==> src/rtl/piv_pkg.sv <==
package piv_pkg;

    localparam int DW           = 32;
    localparam int HDR_WORDS    = 12;
    localparam int HDR_BYTES    = HDR_WORDS * 4;
    localparam int TBL_HDR_WRDS = 5;
    localparam int TBL_HDR_BYTS = TBL_HDR_WRDS * 4;
    localparam int ENT_WORDS    = 3;
    localparam int ENT_BYTES    = ENT_WORDS * 4;
    localparam int GW           = 34;   // geometry arithmetic width
    localparam int MW           = 36;   // table size product width

    // header word positions decoded by the block
    localparam int POS_TYPE  = 0;
    localparam int POS_SIG   = 3;
    localparam int POS_CKSUM = 4;
    localparam int POS_LDR   = 5;
    localparam int POS_FLAGS = 6;
    localparam int POS_DSIZE = 7;
    localparam int POS_TSIZE = 8;

    localparam logic [DW-1:0] LDR_OK = 32'd1;

    typedef enum logic [3:0] {
        V_PASS      = 4'd0,
        V_LENGTH    = 4'd1,
        V_SIZE      = 4'd2,
        V_VERSION   = 4'd3,
        V_TRUNC     = 4'd4,
        V_TBL_SIZE  = 4'd5,
        V_TBL_SUM   = 4'd6,
        V_MAIN_SUM  = 4'd7,
        V_ENTRY     = 4'd8
    } verdict_e;

    typedef struct packed {
        logic [DW-1:0] hdr_type;
        logic [DW-1:0] ldr_ver;
        logic [DW-1:0] dsize;
        logic [DW-1:0] tsize;
        logic [DW-1:0] triple;
    } hdr_t;

    typedef struct packed {
        logic [GW-1:0] main_bytes;
        logic [GW-1:0] total_bytes;
        logic [GW-1:0] tbl_bytes;
        logic          size_bad;
    } geom_t;

    typedef struct packed {
        logic [DW-1:0] main_sum;
        logic [DW-1:0] tbl_sum;
        logic [DW-1:0] tbl_count;
        logic          entry_bad;
    } sums_t;

    function automatic geom_t calc_geom(hdr_t h, logic [GW-1:0] def_data);
        geom_t         g;
        logic [GW-1:0] data_b;
        data_b        = (h.dsize == '0) ? def_data : GW'(h.dsize);
        g.total_bytes = (h.dsize == '0) ? def_data + GW'(HDR_BYTES) : GW'(h.tsize);
        g.main_bytes  = data_b + GW'(HDR_BYTES);
        g.size_bad    = g.main_bytes > g.total_bytes;
        g.tbl_bytes   = g.total_bytes - g.main_bytes;
        return g;
    endfunction

endpackage

==> src/rtl/piv_hdr_capture.sv <==
module piv_hdr_capture
    import piv_pkg::*;
#(
    parameter int CNT_W = 32
) (
    input  logic             clk,
    input  logic             rst,
    input  logic             clr,
    input  logic             acc,
    input  logic [CNT_W-1:0] idx,
    input  logic [DW-1:0]    word,
    output hdr_t             hdr
);
    hdr_t hdr_q;

    always_ff @(posedge clk) begin
        if (rst || clr) begin
            hdr_q <= '0;
        end else if (acc) begin
            if (idx == CNT_W'(POS_TYPE))  hdr_q.hdr_type <= word;
            if (idx == CNT_W'(POS_LDR))   hdr_q.ldr_ver  <= word;
            if (idx == CNT_W'(POS_DSIZE)) hdr_q.dsize    <= word;
            if (idx == CNT_W'(POS_TSIZE)) hdr_q.tsize    <= word;
            if (idx == CNT_W'(POS_SIG) || idx == CNT_W'(POS_CKSUM) ||
                idx == CNT_W'(POS_FLAGS))
                hdr_q.triple <= hdr_q.triple + word;
        end
    end

    assign hdr = hdr_q;
endmodule

==> src/rtl/piv_region_sums.sv <==
module piv_region_sums
    import piv_pkg::*;
#(
    parameter int CNT_W = 32
) (
    input  logic             clk,
    input  logic             rst,
    input  logic             clr,
    input  logic             acc,
    input  logic [CNT_W-1:0] idx,
    input  logic [DW-1:0]    word,
    input  logic [GW-1:0]    main_words,
    input  logic [DW-1:0]    triple,
    output sums_t            sums
);
    localparam int POS_W = $clog2(TBL_HDR_WRDS + 1);
    localparam int FLD_W = $clog2(ENT_WORDS);

    sums_t            s_q;
    logic [POS_W-1:0] tbl_pos_q;
    logic [FLD_W-1:0] fld_q;
    logic [DW-1:0]    part_q;
    logic [DW-1:0]    ent_idx_q;
    logic             in_main;
    logic [DW-1:0]    ent_total;

    assign in_main   = (idx < CNT_W'(HDR_WORDS)) || (GW'(idx) < main_words);
    assign ent_total = part_q + word;

    always_ff @(posedge clk) begin
        if (rst || clr) begin
            s_q       <= '0;
            tbl_pos_q <= '0;
            fld_q     <= '0;
            part_q    <= '0;
            ent_idx_q <= '0;
        end else if (acc) begin
            if (in_main) begin
                s_q.main_sum <= s_q.main_sum + word;
            end else begin
                s_q.tbl_sum <= s_q.tbl_sum + word;
                if (tbl_pos_q == '0)
                    s_q.tbl_count <= word;
                if (tbl_pos_q < POS_W'(TBL_HDR_WRDS)) begin
                    tbl_pos_q <= tbl_pos_q + 1'b1;
                end else if (fld_q == FLD_W'(ENT_WORDS - 1)) begin
                    fld_q     <= '0;
                    part_q    <= '0;
                    ent_idx_q <= ent_idx_q + 1'b1;
                    if (ent_idx_q < s_q.tbl_count && (triple - ent_total) != '0)
                        s_q.entry_bad <= 1'b1;
                end else begin
                    fld_q  <= fld_q + 1'b1;
                    part_q <= ent_total;
                end
            end
        end
    end

    assign sums = s_q;
endmodule

==> src/rtl/piv_verdict.sv <==
module piv_verdict
    import piv_pkg::*;
#(
    parameter int CNT_W = 32
) (
    input  logic [CNT_W-1:0] n_words,
    input  hdr_t             hdr,
    input  geom_t            geom,
    input  sums_t            sums,
    input  logic [DW-1:0]    exp_type,
    output verdict_e         verdict
);
    logic len_bad, ver_bad, has_tbl, trunc_bad, tsz_bad;

    always_comb begin
        len_bad   = (n_words < CNT_W'(HDR_WORDS)) || (geom.total_bytes[1:0] != 2'b00) ||
                    (GW'(n_words) != (geom.total_bytes >> 2));
        ver_bad   = (hdr.ldr_ver != LDR_OK) || (hdr.hdr_type != exp_type);
        has_tbl   = geom.tbl_bytes != '0;
        trunc_bad = has_tbl && ((geom.tbl_bytes < GW'(TBL_HDR_BYTS)) ||
                    (((geom.tbl_bytes - GW'(TBL_HDR_BYTS)) % GW'(ENT_BYTES)) != '0));
        tsz_bad   = has_tbl && (MW'(geom.tbl_bytes) !=
                    MW'(sums.tbl_count) * MW'(ENT_BYTES) + MW'(TBL_HDR_BYTS));

        if (len_bad)                             verdict = V_LENGTH;
        else if (geom.size_bad)                  verdict = V_SIZE;
        else if (ver_bad)                        verdict = V_VERSION;
        else if (trunc_bad)                      verdict = V_TRUNC;
        else if (tsz_bad)                        verdict = V_TBL_SIZE;
        else if (has_tbl && sums.tbl_sum != '0)  verdict = V_TBL_SUM;
        else if (sums.main_sum != '0)            verdict = V_MAIN_SUM;
        else if (has_tbl && sums.entry_bad)      verdict = V_ENTRY;
        else                                     verdict = V_PASS;
    end
endmodule

==> src/rtl/patch_img_validator.sv <==
module patch_img_validator
    import piv_pkg::*;
#(
    parameter int CNT_W          = 32,
    parameter int DEF_DATA_BYTES = 2000
) (
    input  logic          clk,
    input  logic          rst,
    input  logic          in_valid,
    output logic          in_ready,
    input  logic [31:0]   in_data,
    input  logic          in_last,
    input  logic [31:0]   exp_hdr_type,
    output logic          res_valid,
    output logic [3:0]    res_code
);
    localparam logic [GW-1:0] DEF_DATA = GW'(DEF_DATA_BYTES);

    logic [CNT_W-1:0] n_q;
    logic             res_q;
    logic             acc;
    hdr_t             hdr;
    geom_t            geom;
    sums_t            sums;
    verdict_e         verdict;

    assign acc = in_valid && !res_q;

    always_ff @(posedge clk) begin
        if (rst) begin
            n_q   <= '0;
            res_q <= 1'b0;
        end else if (res_q) begin
            n_q   <= '0;
            res_q <= 1'b0;
        end else if (acc) begin
            n_q <= n_q + 1'b1;
            if (in_last)
                res_q <= 1'b1;
        end
    end

    piv_hdr_capture #(.CNT_W(CNT_W)) u_hdr (
        .clk (clk), .rst (rst), .clr (res_q), .acc (acc),
        .idx (n_q), .word (in_data), .hdr (hdr)
    );

    assign geom = calc_geom(hdr, DEF_DATA);

    piv_region_sums #(.CNT_W(CNT_W)) u_sums (
        .clk (clk), .rst (rst), .clr (res_q), .acc (acc),
        .idx (n_q), .word (in_data),
        .main_words (geom.main_bytes >> 2),
        .triple (hdr.triple), .sums (sums)
    );

    piv_verdict #(.CNT_W(CNT_W)) u_verdict (
        .n_words (n_q), .hdr (hdr), .geom (geom), .sums (sums),
        .exp_type (exp_hdr_type), .verdict (verdict)
    );

    assign in_ready  = !res_q;
    assign res_valid = res_q;
    assign res_code  = res_q ? verdict : V_PASS;
endmodule

==> config.mk <==
export PLATFORM = sky130hd
export DESIGN_NAME = patch_img_validator
export DESIGN_NICKNAME = d
export VERILOG_FILES = /design/src/rtl/piv_pkg.sv /design/src/rtl/piv_hdr_capture.sv /design/src/rtl/piv_region_sums.sv /design/src/rtl/piv_verdict.sv /design/src/rtl/patch_img_validator.sv
export SDC_FILE = /design/constraint.sdc
export NUM_CORES = 1
export LEC_CHECK = 0
export BUFFER_PORTS_ARGS = -buffer_cell sky130_fd_sc_hd__buf_2
export CORE_MARGIN = 3
export CORE_UTILIZATION = 45
export DETAILED_ROUTE_END_ITERATION = 8
export PLACE_DENSITY = 0.73
export SETUP_SLACK_MARGIN = 0.4
export SKIP_LAST_GASP = 1
export SLEW_MARGIN = 20
export SYNTH_ARGS = -nofsm -noshare
export SYNTH_HDL_FRONTEND = slang
export SYNTH_SLANG_ARGS = --single-unit
==> constraint.sdc <==
create_clock -name clk -period 13.54 [get_ports clk]
set_input_delay 2.031 -clock clk [delete_from_list [all_inputs] [get_ports clk]]
set_output_delay 2.031 -clock clk [all_outputs]
set_load 0.01 [all_outputs]
Yosys cells after proc, flatten, opt, wreduce, memory -nomap -nowiden --
Cells that the tools add are included.
Word-level totals: input port bits 68, word-level logic and storage cells 102, output and inout port bits 6, flip-flop bits (word level) 359
Operators by class: add/subtract/negate cells 13, order comparisons 6, mux-type cells 14, div/mod/pow operators 1, bitwise gates (word level) 3, equality and inequality tests 11, multipliers 1, reduce and logical (&&, ||, !) cells 38
Operator list (number):
- $add A32 B32 Y32 | 4
- $eq A32 B3 Y1 const B | 4
- $mux W32 | 3
- $reduce_bool A32 Y1 | 3
- $reduce_bool A34 Y1 | 2
- $add A32 B1 Y32 const B | 2
- $logic_not A32 Y1 | 2
- $add A36 B5 Y36 const B | 1
- $mux W4 | 9
- $ne A34 B36 Y1 | 1
- $lt A34 B5 Y1 const B | 1
- $mod A34 B4 Y34 const B | 1
- $mul A32 B2 Y34 const B | 1
- $sub A32 B33 Y34 | 1
- $sub A34 B5 Y34 const B | 1
- $add A32 B6 Y33 const B | 1
- $gt A33 B32 Y1 | 1
- $eq A32 B2 Y1 const B | 1
- $eq A32 B4 Y1 const B | 1
- $lt A32 B31 Y1 | 1
- $lt A32 B32 Y1 | 1
- $lt A32 B4 Y1 const B | 1
- $ne A32 B1 Y1 const B | 1
- $ne A32 B30 Y1 | 1
- other kinds (20) | 42

Longest topological paths before layout --
Gate-level depths: netlist of run 1.
word-level depth 15, depth in mapped cells 59, depth with buffers taken out 50

Modules after synthesis --
Synthesis of run 1 repeated with hierarchy kept, for this count alone.
Second synthesis, totals: cell total of the unflattened synthesis 4431, area total of the unflattened synthesis 33081.7 sq um
Modules (own cells, without submodules):
- piv_region_sums | area each 14139.8 sq um, times used 1, cells an instance 1822, seq. area each 3323.2 sq um
- piv_hdr_capture | area each 7603.5 sq um, times used 1, cells an instance 990, seq. area each 3203.1 sq um
- piv_verdict | area each 6795.3 sq um, times used 1, cells an instance 990, seq. area each 0.0 sq um
- patch_img_validator | area each 4543.1 sq um, times used 1, cells an instance 629, seq. area each 660.6 sq um

Worst setup path after synthesis of run 1 --
Ideal clock, no wire load.
path type register -> output, start register u_hdr.hdr_q (netlist bit u_hdr.hdr[71]), end output port res_code[3], cell stages (with the launch flop) 57, buffers on the path 7, data required time 11.509 ns, setup slack -0.086 ns, data arrival time 11.595 ns, path through dfxtp_1 > buf_2 > nor4_2 > and4_1 > nand2_1 > clkbuf_1 > nand2b_1 > inv_1 > ha_1 > clkbuf_1 > a211oi_2 > nand4_1 > xor2_1 > ha_1 > clkbuf_1 > a21o_1 > a21oi_1 > nand3_1 > [21 not listed] > nand2_2 > o211a_1 > o41a_1 > or3_1 > o22a_1 > o221ai_1 > a21oi_2 > or2_4 > buf_6 > a41oi_1 > a22oi_1 > o22ai_2 > a21oi_1 > and3b_1 > o211ai_2 > a21boi_2 > nor2b_4 > and4_1
On the way: cells in the longest elaborated chain, start to end 15, elaborated cells between the ends (all ways) 30, classes of those cells 3 x add/sub; 1 x div; 2 x order compare; 2 x eq/ne; 11 x mux; 11 x reduce/logical
Ends and longest elaborated chain:
- start: declaration | line piv_hdr_capture.sv:14 | hdr_t hdr_q;
- branches (longest 13 deep; another with $sub A32 B33 Y34)
- $mux W4 * | line piv_verdict.sv:25 | if (len_bad) verdict = V_LENGTH;
- $mux W4 * | line patch_img_validator.sv:64 | assign res_code = res_q ? verdict : V_PASS;
- end: declaration | line patch_img_validator.sv:15 | output logic [3:0] res_code
Mark *: on every way between the ends.

Worst setup path after layout of run 1 --
start register u_hdr.hdr_q (netlist bit u_hdr.hdr[93]), end output port res_code[0]
On the way: cells in the longest elaborated chain, start to end 14, elaborated cells between the ends (all ways) 27, classes of those cells 3 x add/sub; 1 x div; 2 x order compare; 2 x eq/ne; 9 x mux; 10 x reduce/logical
Ends and longest elaborated chain:
- $logic_not A32 Y1 | line piv_pkg.sv:61, piv_pkg.sv:62
- $mux W32 | line piv_pkg.sv:61 | data_b = (h.dsize == '0) ? def_data : GW'(h.dsize);
- $add A32 B6 Y33 | line piv_pkg.sv:63 | g.main_bytes = data_b + GW'(HDR_BYTES);
- $sub A32 B33 Y34 | line piv_pkg.sv:65 | g.tbl_bytes = g.total_bytes - g.main_bytes;
- $sub A34 B5 Y34 | line piv_verdict.sv:21 | (((geom.tbl_bytes - GW'(TBL_HDR_BYTS)) % GW'(ENT_BYTES)) != '0));
- $mod A34 B4 Y34 | line piv_verdict.sv:21
- $reduce_bool A34 Y1 | line piv_verdict.sv:21
- $logic_or A1 B1 Y1 | line piv_verdict.sv:20 | trunc_bad = has_tbl && ((geom.tbl_bytes < GW'(TBL_HDR_BYTS)) ||
- $logic_and A1 B1 Y1 | line piv_verdict.sv:20
- $mux W4 | line piv_verdict.sv:28 | else if (trunc_bad) verdict = V_TRUNC;
- $mux W4 | line piv_verdict.sv:27 | else if (ver_bad) verdict = V_VERSION;
- $mux W4 | line piv_verdict.sv:26 | else if (geom.size_bad) verdict = V_SIZE;
- $mux W4 * | line piv_verdict.sv:25
- $mux W4 * | line patch_img_validator.sv:64
Mark *: on every way between the ends. The rest lies on a longest branch, timed or not.

==> results of run 1 <==
[logic make-up (layout without fill, tap and decap cells)]
family	after synthesis	in the layout	synth area share
adders and majority gates	298	298	0.1215
muxes	50	50	0.01653
DFF	359	359	0.2316
buffers and inverters	377	896	0.04847
xor gates and xnor gates	413	413	0.1194
and+or+nand+nor	1490	1490	0.2341
AOI/OAI and AO/OA	1089	1090	0.2283
[sequential cells by signal (all words and copies together), names as in the netlist]
register          flops
n_q                  32
u_sums.ent_idx_q     32
u_sums.fld_q          2
u_sums.sums          97
u_sums.tbl_pos_q      3
u_hdr.hdr           160
u_sums.part_q        32
res_valid             1
[Yosys cell counts, types with 39 or more instances]
master and instances:
sky130_fd_sc_hd__dfxtp_1 359, sky130_fd_sc_hd__xnor2_1 299, sky130_fd_sc_hd__nor2_1 355, sky130_fd_sc_hd__nor4_1 60, sky130_fd_sc_hd__ha_1 291, sky130_fd_sc_hd__nand3_1 83, sky130_fd_sc_hd__a21o_1 72, sky130_fd_sc_hd__and2_1 59
sky130_fd_sc_hd__mux2i_1 45, sky130_fd_sc_hd__o21bai_1 97, sky130_fd_sc_hd__nand2_1 504, sky130_fd_sc_hd__a21oi_1 477, sky130_fd_sc_hd__clkbuf_1 133, sky130_fd_sc_hd__inv_1 222, sky130_fd_sc_hd__nor3_1 89, sky130_fd_sc_hd__nor2b_1 39
sky130_fd_sc_hd__xor2_1 106, sky130_fd_sc_hd__nand4_1 79, sky130_fd_sc_hd__o21ai_0 123, sky130_fd_sc_hd__and3_1 45
[placed cells by master (no fill, tap or decap), drive strengths merged, types with 10 or more instances in the layout]
cell and count:
nand2b 36, and4 15, and2 59, nand3b 10, xnor2 302, a211o 13, nand4b 11, o21bai 97
o21a 29, nor2 357, o211a 12, nand3 86, o21ai 142, ha 291, buf 603, a21boi 12
nand2 506, inv 224, o31ai 10, nor4 66, dfxtp 359, nor2b 40, and3 47, xor2 110
or4 16, a21o 72, or2 12, clkbuf 57, a22oi 39, o211ai 24, or3 34, mux2i 46
nand4 81, nor3b 10, a21oi 481, a31oi 28, nor3 93, o2111ai 13, a211oi 26
[power breakdown]
| group | internal, mW | switching, mW |
|---|---|---|
| Sequential | 1.07 | 0.0166 |
| Combinational | 1.14 | 1.19 |
| Clock | 0.675 | 0.448 |
[path summary, 6_finish.rpt]
kind	startpoint	end	slack, ns	cells after the start
worst min register to register	u_hdr.hdr[57]	u_hdr.hdr[57]	0.45	2
worst min-delay path	u_hdr.hdr[57]	u_hdr.hdr[57]	0.45	2
worst max-delay path	u_hdr.hdr[93]	res_code[0]	-0.72	56
worst max register to register	u_sums.part_q[0]	u_sums.sums[0]	5.07	44
[what timing repair did]
| item | 4_1_cts | 5_1_grt |
|---|---|---|
| gates resized for setup | 84 | 159 |
| gates cloned | 2 | 0 |
| setup buffers | 39 | 44 |
| setup endpoints to repair | 4 | 4 |
| pin swaps | 83 | 100 |
[worst max-delay path: cells and delay by family, from the launching register on]
kind / cells / cell delay (ns)
XOR/XNOR: 2 / 0.36
AND/OR/NAND/NOR: 16 / 4.10
flip-flops: 1 / 0.34
adder cells (fa/ha/maj): 2 / 0.50
multiplexers: 3 / 0.61
buffers and inverters: 12 / 1.81
AO/OA/AOI/OAI: 21 / 3.98
[layer usage]
layer | vias to the layer above | part of all wire | track usage
met5 | - | 0 | 0
met2 | 991 | 0.46 | 0.4388
met3 | 273 | 0.064 | 0.03477
met1 | 14460 | 0.42 | 0.3291
li1 | 15460 | - | -
met4 | 0 | 0.055 | 0.1247
[layout make-up]
class                   instances  area, um^2
clock inverters                13       190.2
well taps                     873        1092
flip-flops and latches        359        7198
inverters                     222       833.3
clock buffers                  56        1161
repair buffers                605        4501
multi-input cells            3341       23750
fillers                      6104       29030
==> run summary, run 1 <==
CELLS AND AREA
--------------------------------------------------------------------------------
Area overhead of the layout relative to synthesis                         24.79%
Share of post-route cells with drive strength above 1                     0.2100
Final antenna diode count                                                      0
Core Util, Final                                                          0.5716
Final standard cell count with taps included and fillers excluded           5469
Area of all placed cells without fillers                              38720 um^2
NumNets Final                                                               4933

LOGIC SYNTHESIS
--------------------------------------------------------------------------------
Post-synthesis instance total                                               4076
Top cell type by total area after synthesis                         sky130_fd_sc_hd__dfxtp_1
Flip-flop and latch count after synthesis                                    359
Async S/R FF share, synth                                                      0
Yosys warning count                                                            0
Post-Synthesis Net Count                                                    4441
Leading register cell type out of synthesis                         sky130_fd_sc_hd__dfxtp_1
Leading post-synthesis cells by cell area                           sky130_fd_sc_hd__dfxtp_1 23%, sky130_fd_sc_hd__ha_1 12%, sky130_fd_sc_hd__xnor2_1 8.4%, sky130_fd_sc_hd__a21oi_1 7.7%, sky130_fd_sc_hd__nand2_1 6.1%
Synth top area share                                                      0.2316
Average footprint of a synthesized cell                               7.613 um^2
Area of the mapped netlist                                            31030 um^2
Portion of the post-synthesis area used by sequential elements            0.2316
Number of library cell types mapped by synthesis                             126
Count of flip-flops with a built-in enable after synthesis                     0

STA
--------------------------------------------------------------------------------
Final hold slack                                                       0.4526 ns
Final critical-path required period                                     14.26 ns
Final Hold Fails                                                               0
Final Cycle Share                                                          1.053
Unrepaired setup endpoints after global routing                             true
Number of failing setup endpoints in the final timing report                   4
Setup ws final                                                        -0.7212 ns
Slew margin rel.                                                          0.1955
Upper clock frequency limit                                            70.12 MHz
Fin. max-slew vios                                                             0
Worst clock skew on the final layout                                  0.01978 ns
Sum Neg Setup Slack                                                    -2.801 ns
Worst Max-Slew Pin Slew                                                 1.207 ns

DIE
--------------------------------------------------------------------------------
IO Pins                                                                       74
Die Y-Extent                                                            268.6 um
Die area                                                              72150 um^2
Die width                                                               268.6 um
Initial Util                                                              0.4580
Total number of placement rows                                                95
Core Box Area                                                         67750 um^2

DRT
--------------------------------------------------------------------------------
DRC errors left                                                                0
Avg WL per Cell                                                         17.85 um
TritonRoute pass-1 iters                                                       5
Wire length after detailed routing                                      97620 um
Via-per-instance ratio                                                     5.703
Detail Route Antenna Nets                                                      0
Number of DRC markers in iteration 0                                        2495
Vias after detailed routing                                                31190

SETUP PATH
--------------------------------------------------------------------------------
Startpoint-to-endpoint class of the critical path                        reg2out
Critical path data required time                                        11.51 ns
Crit path max-delay cell type                                       sky130_fd_sc_hd__or4_1
Crit end category                                                     output pin
Maximum cell stage delay along the critical path                         0.55 ns
Worst-path fanout max                                                          8
Startpoint kind of the worst setup timing path                              flop
Arrival time reported for the critical path endpoint                    12.23 ns
Most common cell type on the critical path                          sky130_fd_sc_hd__buf_4

GLOBAL ROUTE
--------------------------------------------------------------------------------
Largest net degree at the start of global routing                            243
Vias in the first global route                                             29510
Combined global-route utilization of all metal layers                     0.2603
Final global-route overflow total                                              0
Number of antenna violations at the first check in global routing              0
Global-route wire length before repair                                 152400 um

CLOCK NETWORK
--------------------------------------------------------------------------------
Cts bufs inserted                                                             39
Clk pin slew, worst setup/hold paths                                     0.06 ns
Maximum number of buffers from clock root to sink                              3
Clock tree from TritonCTS                                                  built
Total number of clock tree sinks                                             359
Root buf cell                                                       sky130_fd_sc_hd__clkbuf_16
Total number of H-tree levels                                                  2
Post-CTS Hold Buffers                                                          0
Clock latency at the later pin of the worst-skew pair                    0.56 ns

HOLD PATH
--------------------------------------------------------------------------------
Type of the tightest min-delay check                                     reg2reg

PLACEMENT
--------------------------------------------------------------------------------
Number of cells in the design after placement                               5315
Routability Congestion                                                    0.9829
Post-DP HPWL                                                            71520 um
Placement Cell Area                                                   35450 um^2
Count of input and output buffers                                             73
Setup slack after placement                                           -0.3935 ns

FLOW RUN
--------------------------------------------------------------------------------
Max-cap violation count                                                        0

RUN STATUS
--------------------------------------------------------------------------------
Run status                                                          finished, violations left
Violations in the final reports                                     negative setup slack

POWER AND IR DROP
--------------------------------------------------------------------------------
Total power consumption of the routed design                            4.539 mW
VDD IR max                                                             0.1439 mV
Power density of the placed cells                                   117.2 nW/um^2
Static Leakage                                                          16.28 nW

Power figures use the tool's default switching activity.
==> run 2, diff against run 1 <==
- CORE_UTILIZATION: 45 -> 59
- PLACE_DENSITY: 0.73 -> 0.89
==> run summary, run 2 (synthesis results as in run 1) <==
RUN STATUS
-------------------------------------------------------------------------------------
Run status                                                               finished, violations left
Violations in the final reports                                          negative setup slack

DRT
-------------------------------------------------------------------------------------
TritonRoute pass-1 iters                                                            6   +1
DRC errors left                                                                     0   unchanged
Number of DRC markers in iteration 0                                             3262   +31%
Wire length after detailed routing                                          106400 um   +9.0%
Via-per-instance ratio                                                          6.346   +11%
Vias after detailed routing                                                     33190   +6.4%
Detail Route Antenna Nets                                                           0   unchanged
Avg WL per Cell                                                              20.34 um   +14%

STA
-------------------------------------------------------------------------------------
Fin. max-slew vios                                                                  0   unchanged
Final Cycle Share                                                               1.069   +0.01530
Final Hold Fails                                                                    0   unchanged
Slew margin rel.                                                               0.2432   +0.04766
Final critical-path required period                                          14.47 ns   +0.2072 ns
Setup ws final                                                             -0.9284 ns   -0.2072 ns
Upper clock frequency limit                                                 69.12 MHz   -1.4%
Unrepaired setup endpoints after global routing                                  true
Number of failing setup endpoints in the final timing report                        4   unchanged
Worst Max-Slew Pin Slew                                                      1.135 ns   -0.07148 ns
Worst clock skew on the final layout                                       0.02867 ns   +0.008894 ns

CLOCK NETWORK
-------------------------------------------------------------------------------------
Post-CTS Hold Buffers                                                               0   unchanged
Clock tree from TritonCTS                                                       built
Cts bufs inserted                                                                  38   -2.6%
Clock latency at the later pin of the worst-skew pair                         0.56 ns   about the same
Clk pin slew, worst setup/hold paths                                          0.07 ns   about the same
Total number of clock tree sinks                                                  359   unchanged
Maximum number of buffers from clock root to sink                                   3   unchanged
Total number of H-tree levels                                                       2   unchanged
Root buf cell                                                            sky130_fd_sc_hd__clkbuf_16

GLOBAL ROUTE
-------------------------------------------------------------------------------------
Largest net degree at the start of global routing                                 106   -56%
Final global-route overflow total                                                   0   unchanged
Vias in the first global route                                                  31460   +6.6%
Combined global-route utilization of all metal layers                          0.3480   +0.08779
Routing layer with the top usage in global route                                 met2
Global-route wire length before repair                                      160100 um   +5.0%
Met3 track demand over resource in global routing                             0.05752   +0.02276
Met2 routing resource usage after global routing                               0.5766   +0.1378
Global-route track usage on met1                                               0.4177   +0.08861
Number of antenna violations at the first check in global routing                   3   +3

SETUP PATH
-------------------------------------------------------------------------------------
Critical path data required time                                             11.51 ns   about the same
Crit end category                                                          output pin
Startpoint kind of the worst setup timing path                                   flop
Worst-path fanout max                                                               8   unchanged
Most common cell type on the critical path                               sky130_fd_sc_hd__buf_4
Crit path max-delay cell type                                            sky130_fd_sc_hd__or4_4
Maximum cell stage delay along the critical path                              0.59 ns   +0.04 ns
Arrival time reported for the critical path endpoint                         12.44 ns   +0.21 ns
Startpoint-to-endpoint class of the critical path                             reg2out

HOLD PATH
-------------------------------------------------------------------------------------
Type of the tightest min-delay check                                          reg2reg

PLACEMENT
-------------------------------------------------------------------------------------
Post-DP HPWL                                                                 71150 um   -0.53%
Number of cells in the design after placement                                    5078   -4.5%
Routability Congestion                                                          1.050   +6.8%
Count of input and output buffers                                                  73   unchanged

DIE
-------------------------------------------------------------------------------------
Total number of placement rows                                                     83   -13%
IO Pins                                                                            74   unchanged
Die area                                                                   55380 um^2   -23%
Die Y-Extent                                                                 235.3 um   -12%
Core Box Area                                                              51720 um^2   -24%
Die width                                                                    235.3 um   -12%
Initial Util                                                                   0.6000   +0.1420

CELLS AND AREA
-------------------------------------------------------------------------------------
Final standard cell count with taps included and fillers excluded                5230   -4.4%
Share of post-route cells with drive strength above 1                          0.2018   -0.008163
Area overhead of the layout relative to synthesis                              22.85%
Fill cells                                                                       3511   -42%
Most frequent cells in the layout                                        495 x sky130_fd_sc_hd__nand2_1, 466 x sky130_fd_sc_hd__buf_4, 454 x sky130_fd_sc_hd__a21oi_1, 354 x sky130_fd_sc_hd__dfxtp_1, 348 x sky130_fd_sc_hd__nor2_1
Number of flip-flops in the largest register                                      160   unchanged
NumNets Final                                                                    4886   -0.95%
Storage cell area                                                           7193 um^2   about the same
Area taken by multi-input logic gates                                      23840 um^2   +0.36%
Most frequent standard cell in the layout excluding fill and tap cells   sky130_fd_sc_hd__nand2_1

POWER AND IR DROP
-------------------------------------------------------------------------------------
Total power consumption of the routed design                                 4.471 mW   -1.5%
Static Leakage                                                               16.01 nW   -1.7%
VDD IR max                                                                  0.1466 mV   +1.9%
Power density of the placed cells                                        117.3 nW/um^2   about the same

FLOW RUN
-------------------------------------------------------------------------------------
Max-cap violation count                                                             0   unchanged

run 2: timing repair:
action / CTS / global route
resized for setup: 85 / 154
cloned: 2 / 3
pin swaps: 59 / 83
endpoints found under the setup margin: 4 / 4
buffers inserted: 29 / 49
run 2: layout make-up:
| type | instances | share of cell area |
|---|---|---|
| clock buffers | 54 | 0.02941 |
| multi-input cells | 3344 | 0.6253 |
| flip-flops and latches | 359 | 0.1887 |
| clock inverters | 14 | 0.005022 |
| well taps | 680 | 0.02232 |
| diodes | 1 | 0.00006564 |
| repair buffers | 556 | 0.1073 |
| inverters | 222 | 0.02193 |
run 2: critical path: cells and delay by family, from the launching register on:
family          cells  cell delay, ns
simple gates       22            4.98
fa+ha+maj           2            0.51
mux                 1            0.23
buf+inv             8            1.16
xor+xnor            1            0.17
flops               1            0.34
compound gates     21            4.46
run 2: per-stage QoR:
step           cell area (um^2)  utilization  setup WS, ns  setup TNS [ns]  hold slack, ns
6_report                  38120       0.7371       -0.9284          -3.614          0.4509
4_1_cts                   36870       0.7129       -0.4819          -1.849          0.4522
5_1_grt                   38120       0.7370        -1.470          -5.794          0.4718
3_5_place_dp              34880       0.6745       -0.3741          -1.281          0.4441
3_3_place_gp              34880       0.6744       -0.1375         -0.3523          0.4375
2_1_floorplan             31250            -        0.2764               0          0.4316
run 2: worst paths after layout:
path | from | end | slack, ns | cells after the start
min reg2reg | u_hdr.hdr[56] | u_hdr.hdr[56] | 0.45 | 2
max reg2reg | u_sums.part_q[0] | u_sums.sums[0] | 5.03 | 44
max | u_hdr.hdr[85] | res_code[3] | -0.93 | 55
min | u_hdr.hdr[56] | u_hdr.hdr[56] | 0.45 | 2
run 2: report_power, final:
group	internal [mW]	total (mW)	switching (mW)
Sequential	1.07	1.09	0.0169
Clock	0.655	1.11	0.453
Combinational	1.08	2.27	1.19
run 2: per-layer routing:
metal | up-vias | routed length, um
met4 | 6 | 8779
li1 | 15390 | -
met5 | - | 46
met3 | 574 | 9643
met1 | 15470 | 39430
met2 | 1752 | 48510
